<file path="src/rtl/shb_pkg.sv">
package shb_pkg;
  // status / enable bit positions (decoded by software)
  localparam int EV_LVL2 = 0;
  localparam int EV_CSR  = 1;
  localparam int EV_CSF  = 2;
  localparam int EV_LVL1 = 3;
  localparam int EV_W    = 4;
  localparam int LVL2_W  = 6;
  // register offsets
  localparam logic [1:0] RA_LVL1 = 2'd0;
  localparam logic [1:0] RA_LVL2 = 2'd1;
  localparam logic [1:0] RA_STAT = 2'd2;
  localparam logic [1:0] RA_EN   = 2'd3;
endpackage

</file>
<file path="src/rtl/shb_sync.sv">
module shb_sync #(
  parameter int W = 1,
  parameter logic [W-1:0] RST_VAL = '0
) (
  input  logic         clk,
  input  logic         rst_n,
  input  logic [W-1:0] d,
  output logic [W-1:0] q
);
  logic [W-1:0] meta;
  always_ff @(posedge clk or negedge rst_n) begin
    if (!rst_n) begin
      meta <= RST_VAL;
      q    <= RST_VAL;
    end else begin
      meta <= d;
      q    <= meta;
    end
  end
endmodule

</file>
<file path="src/rtl/shb_shift.sv">
module shb_shift #(
  parameter int PTR_W = 7
) (
  input  logic             clk,
  input  logic             rst_n,
  input  logic             sck_s,
  input  logic             csn_s,
  input  logic             mosi_s,
  output logic             cs_active,
  output logic             cs_rise_evt,
  output logic             cs_fall_evt,
  output logic             byte_done,
  output logic [7:0]       rx_byte,
  output logic [PTR_W-1:0] ptr,
  output logic [2:0]       bit_idx
);
  logic       csn_q, sck_q;
  logic [6:0] shreg;
  logic       sck_rise;

  assign cs_active   = ~csn_s;
  assign cs_rise_evt = ~csn_q & csn_s;   // deassertion
  assign cs_fall_evt = csn_q & ~csn_s;   // assertion
  assign sck_rise    = sck_s & ~sck_q & cs_active & ~cs_fall_evt;
  assign byte_done   = sck_rise && (bit_idx == 3'd7);
  assign rx_byte     = {shreg, mosi_s};

  always_ff @(posedge clk or negedge rst_n) begin
    if (!rst_n) begin
      csn_q   <= 1'b1;
      sck_q   <= 1'b0;
      shreg   <= '0;
      bit_idx <= '0;
      ptr     <= '0;
    end else begin
      csn_q <= csn_s;
      sck_q <= sck_s;
      if (cs_fall_evt) begin
        bit_idx <= '0;
        ptr     <= '0;
      end else if (sck_rise) begin
        shreg   <= {shreg[5:0], mosi_s};
        bit_idx <= bit_idx + 3'd1;
        if (byte_done) ptr <= ptr + 1'b1;
      end
    end
  end

  // a new transfer starts at entry 0, bit 0
  p_fall_resets_ptr_r4: assert property (@(posedge clk) disable iff (!rst_n)
    cs_fall_evt |=> (ptr == '0 && bit_idx == 3'd0));
  // each completed byte advances the pointer by one
  p_byte_adv_r2: assert property (@(posedge clk) disable iff (!rst_n)
    byte_done |=> (ptr == $past(ptr) + 1'b1));
endmodule

</file>
<file path="src/rtl/shb_events.sv">
module shb_events
  import shb_pkg::*;
#(
  parameter int PTR_W = 7
) (
  input  logic              clk,
  input  logic              rst_n,
  input  logic              byte_done,
  input  logic [PTR_W-1:0]  ptr,
  input  logic              cs_rise_evt,
  input  logic              cs_fall_evt,
  input  logic [PTR_W-1:0]  lvl1_lvl,
  input  logic              lvl1_dis,
  input  logic [LVL2_W-1:0] lvl2_lvl,
  input  logic              lvl2_dis,
  input  logic [EV_W-1:0]   enable,
  input  logic              clr_wr,
  input  logic [EV_W-1:0]   clr_mask,
  output logic [EV_W-1:0]   status,
  output logic              irq
);
  logic [PTR_W-1:0] ptr_nxt;
  logic [EV_W-1:0]  set_v, clr_v;

  assign ptr_nxt = ptr + 1'b1;
  assign clr_v   = clr_wr ? clr_mask : '0;

  always_comb begin
    set_v          = '0;
    set_v[EV_LVL1] = byte_done && !lvl1_dis && (ptr_nxt == lvl1_lvl);
    set_v[EV_LVL2] = byte_done && !lvl2_dis && (ptr_nxt == PTR_W'(lvl2_lvl));
    set_v[EV_CSR]  = cs_rise_evt;
    set_v[EV_CSF]  = cs_fall_evt;
  end

  // new events win over a simultaneous clear
  always_ff @(posedge clk or negedge rst_n) begin
    if (!rst_n) status <= '0;
    else        status <= (status & ~clr_v) | set_v;
  end

  assign irq = |(status & enable);

  // chip-select deassertion always flags, clocks or not
  p_cs_rise_flag_r8: assert property (@(posedge clk) disable iff (!rst_n)
    cs_rise_evt |=> status[EV_CSR]);
  // a disabled level-2 compare never raises its flag
  p_lvl2_off_r6: assert property (@(posedge clk) disable iff (!rst_n)
    (lvl2_dis && !status[EV_LVL2]) |=> !status[EV_LVL2]);
  // a set flag stays until a 1 is written to it
  p_sticky_r9: assert property (@(posedge clk) disable iff (!rst_n)
    (status[EV_CSF] && !(clr_wr && clr_mask[EV_CSF])) |=> status[EV_CSF]);
endmodule

</file>
<file path="src/rtl/shb_host_if.sv">
module shb_host_if
  import shb_pkg::*;
#(
  parameter int DEPTH = 128,
  localparam int PTR_W = $clog2(DEPTH),
  localparam int ADDR_W = PTR_W + 2
) (
  input  logic              clk,
  input  logic              rst_n,
  input  logic              spi_sck,
  input  logic              spi_csn,
  input  logic              spi_mosi,
  output logic              spi_miso,
  input  logic [ADDR_W-1:0] reg_addr,
  input  logic              reg_wr,
  input  logic [7:0]        reg_wdata,
  output logic [7:0]        reg_rdata,
  output logic              irq
);
  logic [7:0] obuf [DEPTH];
  logic [7:0] ibuf [DEPTH];

  logic              sck_s, csn_s, mosi_s;
  logic              cs_active, cs_rise_evt, cs_fall_evt, byte_done;
  logic [7:0]        rx_byte;
  logic [PTR_W-1:0]  ptr;
  logic [2:0]        bit_idx;
  logic [PTR_W-1:0]  lvl1_lvl;
  logic              lvl1_dis;
  logic [LVL2_W-1:0] lvl2_lvl;
  logic              lvl2_dis;
  logic [EV_W-1:0]   enable, status;
  logic              reg_sel, win_sel, stat_wr;
  logic [PTR_W-1:0]  win_idx;

  shb_sync #(.W(3), .RST_VAL(3'b010)) u_sync (
    .clk(clk), .rst_n(rst_n),
    .d({spi_sck, spi_csn, spi_mosi}),
    .q({sck_s, csn_s, mosi_s})
  );

  shb_shift #(.PTR_W(PTR_W)) u_shift (
    .clk(clk), .rst_n(rst_n),
    .sck_s(sck_s), .csn_s(csn_s), .mosi_s(mosi_s),
    .cs_active(cs_active), .cs_rise_evt(cs_rise_evt), .cs_fall_evt(cs_fall_evt),
    .byte_done(byte_done), .rx_byte(rx_byte), .ptr(ptr), .bit_idx(bit_idx)
  );

  assign win_sel = reg_addr[ADDR_W-1];
  assign win_idx = reg_addr[PTR_W-1:0];
  assign reg_sel = !win_sel && (reg_addr[ADDR_W-2:2] == '0);
  assign stat_wr = reg_wr && reg_sel && (reg_addr[1:0] == RA_STAT);

  shb_events #(.PTR_W(PTR_W)) u_events (
    .clk(clk), .rst_n(rst_n),
    .byte_done(byte_done), .ptr(ptr),
    .cs_rise_evt(cs_rise_evt), .cs_fall_evt(cs_fall_evt),
    .lvl1_lvl(lvl1_lvl), .lvl1_dis(lvl1_dis),
    .lvl2_lvl(lvl2_lvl), .lvl2_dis(lvl2_dis),
    .enable(enable), .clr_wr(stat_wr), .clr_mask(reg_wdata[EV_W-1:0]),
    .status(status), .irq(irq)
  );

  // configuration registers
  always_ff @(posedge clk or negedge rst_n) begin
    if (!rst_n) begin
      lvl1_lvl <= PTR_W'(DEPTH / 2);
      lvl1_dis <= 1'b0;
      lvl2_lvl <= LVL2_W'(8);
      lvl2_dis <= 1'b0;
      enable   <= '0;
    end else if (reg_wr && reg_sel) begin
      case (reg_addr[1:0])
        RA_LVL1: begin
          lvl1_lvl <= reg_wdata[PTR_W-1:0];
          lvl1_dis <= reg_wdata[7];
        end
        RA_LVL2: begin
          lvl2_lvl <= reg_wdata[LVL2_W-1:0];
          lvl2_dis <= reg_wdata[7];
        end
        RA_EN:   enable <= reg_wdata[EV_W-1:0];
        default: ;
      endcase
    end
  end

  // buffers: core writes the output side, the serial side writes the input side
  always_ff @(posedge clk) begin
    if (reg_wr && win_sel && !reg_addr[PTR_W]) obuf[win_idx] <= reg_wdata;
    if (byte_done) ibuf[ptr] <= rx_byte;
  end

  assign spi_miso = cs_active ? obuf[ptr][3'd7 - bit_idx] : 1'b0;

  always_comb begin
    reg_rdata = '0;
    if (win_sel) begin
      reg_rdata = reg_addr[PTR_W] ? ibuf[win_idx] : obuf[win_idx];
    end else if (reg_sel) begin
      case (reg_addr[1:0])
        RA_LVL1: reg_rdata = {lvl1_dis, 7'(lvl1_lvl)};
        RA_LVL2: reg_rdata = {lvl2_dis, 1'b0, lvl2_lvl};
        RA_STAT: reg_rdata = 8'(status);
        default: reg_rdata = 8'(enable);
      endcase
    end
  end
endmodule

</file>
<file path="config.mk">
export PLATFORM = sky130hd
export DESIGN_NAME = shb_host_if
export DESIGN_NICKNAME = d
export VERILOG_FILES = /design/src/rtl/shb_pkg.sv /design/src/rtl/shb_sync.sv /design/src/rtl/shb_shift.sv /design/src/rtl/shb_events.sv /design/src/rtl/shb_host_if.sv
export SDC_FILE = /design/constraint.sdc
export NUM_CORES = 2
export LEC_CHECK = 0
export ABC_CLOCK_PERIOD_IN_PS = 6200
export BUFFER_PORTS_ARGS = -buffer_cell sky130_fd_sc_hd__buf_4
export CORE_AREA = 2 2 676 543
export CTS_CLUSTER_SIZE = 16
export DETAILED_ROUTE_END_ITERATION = 16
export DIE_AREA = 0 0 678 545
export PLACE_DENSITY = 0.42
export SYNTH_ARGS = -nofsm -noshare
export SYNTH_HDL_FRONTEND = slang
export SYNTH_SLANG_ARGS = --single-unit
</file>
<file path="constraint.sdc">
create_clock -name clk -period 6.2 [get_ports clk]
set_input_delay 0.62 -clock clk [delete_from_list [all_inputs] [get_ports clk]]
set_output_delay 0.62 -clock clk [all_outputs]
set_load 0.02 [all_outputs]
</file>
==> metrics.yaml <==
synth_area_um2: 90300
synth_top_area_share_pct: 68.1
track_usage_pct: 17.8
route.detailed.drc: 0
initial_core_util_pct: 24.9
whs_ps: 122
crit_fanout: 21
dp.cells: 9494
cts_made_buffers: 236
synthTopCellsByCount: "edfxtp_1 (2,048), mux4_2 (691), nor2_1 (327)"
finalSetupViolCount: 0
slew_headroom_pct: 9.33
crit_path_end_kind: "output pin"
yosysMostFrequentCell: "edfxtp_1"
grt_pass1_wl_mm: 457
routabilityCongestion: 0.867
fp.dieH_um: 545
r2r-start: "u_shift.ptr[2]"
synth_area_per_cell_um2: 19.4
power_density_nw_per_um2: 303
post-route-period-util_pct: 99.1
synth_edf_count: 2048
clock_path_buffers: 4
hold_class: "input pin to flop"
tns_ps: 0
cp.required_ps: 5580
synth_warnings: 0
status: "finished, final reports clean"
clock-root-buffer: "clkbuf_16"
antenna_found_initial: 30
pre_cts_slack_ps: 452
finalClockSkew_ps: 39.3
top_level_ports: 33
clkSlewWorstSetupHoldPaths_ps: 60
via_count: 51900
synth_ff_type: "edfxtp_1"
die_x_um: 678
avgViaCountPerCell: 5.22
synth_nets: 4689
num_rows: 198
cp.arrival_ps: 5530
max_freq_mhz: 163
ant_nets: 0
met2_usage_pct: 26.3
reg2reg_slack_ps: 1920
clk_latency_ps: 900
p_leak_nw: 32.4
place.port_buffers: 32
critPathLaunchType: "flop"
maxSlewViolCount: 0
peakVddDrop_mv: 0.209
grt_max_degree: 97
cap_violations: 0
hp-start: "reg_wdata[0]"
synth_area_leaders: "edfxtp_1 (68%), mux4_2 (17%), mux2i_1 (2.1%)"
period_minus_slack_ps: 6150
synth_top_area_cell: "edfxtp_1"
fin_cells: 9939
synthToLayoutAreaGrowth_pct: 17.1
rsz0062_at_grt: "false"
htreeDepth: 4
tightestPinTransition_ps: 1360
synthCells: 4663
coreArea_um2: 363000
drtIter0Drc: 6679
yosysUniqueCellTypes: 73
cts_tree: "yes"
ys_ff_latch: 2096
first_pass_iters: 6
grt_pass1_vias: 51600
use_met3_pct: 3.98
fin_nets: 4965
grt-ovfl-total: 0
wirelength_mm: 338
drive_gt1_share_pct: 30.6
post-dp-hpwl_mm: 219
worstSetupPathType: "flop to output pin"
synth_seq_area_share_pct: 69.4
hold_viol: 0
cts.sinks: 2096
grt_busiest_layer: "met1"
die_area_um2: 370000
met1_usage_pct: 26.4
final.setup.worst_slack_ps: 54.0
startpoint: "u_shift.ptr[4]"
async_flop_share_pct: 2.29
wire_per_inst_um: 34.0
[where the power goes]
part | total (W) | internal, W | switching [W]
Combinational | 0.00182 | 0.000592 | 0.00123
Sequential | 0.0163 | 0.0160 | 0.000271
Clock | 0.0139 | 0.00809 | 0.00585
[stage by stage]
| step | power [W] | instance area (um^2) | util [%] |
|---|---|---|---|
| 2_1_floorplan | 0.0174 | 90300 | - |
| 3_3_place_gp | 0.0184 | 98100 | 27.1 |
| 3_5_place_dp | 0.0184 | 98100 | 27.1 |
| 4_1_cts | 0.0323 | 106000 | 29.2 |
| 5_1_grt | 0.0329 | 106000 | 29.2 |
| 6_report | 0.0321 | 106000 | 29.2 |
[registers in the layout (all words and copies together), names as in the netlist]
register / cells
lvl2_lvl: 6
lvl1_dis: 1
u_shift.sck_q: 1
u_sync.q: 3
u_events.status: 4
u_shift.csn_q: 1
lvl1_lvl: 7
ibuf: 1024
u_shift.shreg: 7
u_shift.ptr: 7
enable: 4
obuf: 1024
lvl2_dis: 1
u_sync.meta: 3
u_shift.bit_idx: 3
[metal layers]
| layer | routed length (um) | part of all wire, % |
|---|---|---|
| met3 | 29100 | 8.6 |
| met2 | 146000 | 43 |
| met4 | 8180 | 2.4 |
| met5 | 13 | 0.0038 |
| met1 | 155000 | 46 |
[final timing paths]
kind / cells after the start / end
max: 12 / spi_miso
max in group asynchronous: 2 / u_shift.ptr[2]
min in group asynchronous: 2 / u_sync.q[2]
min: 1 / obuf[45][0]
min reg2reg: 0 / u_sync.q[2]
max reg2reg: 4 / ibuf[44][0]
[placed cells by master, fill, tap and decap left out, types with 26 or more instances in the layout]
cell type  count
bufinv_16     26
a221oi_1      88
mux2_2       127
clkinv_1      64
o2bb2ai_1     26
nand3_1       32
a22oi_1       61
clkbuf_1      43
mux4_2       691
nor2_1       320
o22ai_1       27
dfrtp_1       30
buf_12        39
nand2_1      118
edfxtp_1    2048
a221o_1       31
a211oi_1      27
clkbuf_16    239
mux2i_1      192
buf_4        327
o21ai_0       91
clkinv_2      40
a21oi_1      107
[worst max-delay path, stage by stage, from the launching register on]
cell and delay [ps]:
dfrtp_2 950, nand2b_1 770, buf_4 360, a221oi_1 70, o21ai_0 120, o21ai_0 200, o311ai_0 640, buf_4 210
nor4_1 40, or4_1 520, a32oi_2 410, buf_4 190, buf_4 130
[cell families (layout without fill, tap and decap cells)]
logic type	Yosys count	after routing	synth area share (%)
simple gates	588	588	2.84
other cells	0	11	0
buf+inv	354	819	1.87
fa+ha+maj	3	3	0.0416
xor+xnor	18	18	0.175
compound gates	594	594	4.71
flops	2096	2096	69.4
mux	1010	1010	20.9
[what timing repair did]
| item | CTS | global route |
|---|---|---|
| pin swaps | 1 | 1 |
| setup endpoints to repair | 1 | 1 |
| hold buffers | 4 | 0 |
| gates resized for setup | 2 | 2 |
| endpoints found under the hold margin | 46 | 0 |
| setup buffers | 1 | 2 |
[layout make-up]
class	instances	area [um^2]
multi-input combinational	2213	26100
tap	4800	6010
clock inverter	145	1390
clock buffer	282	6140
sequential	2096	62800
inverter	16	63.8
antenna	11	27.5
timing repair buffer	376	3360
fill	35600	257000
(Power assumes the default switching activity.)
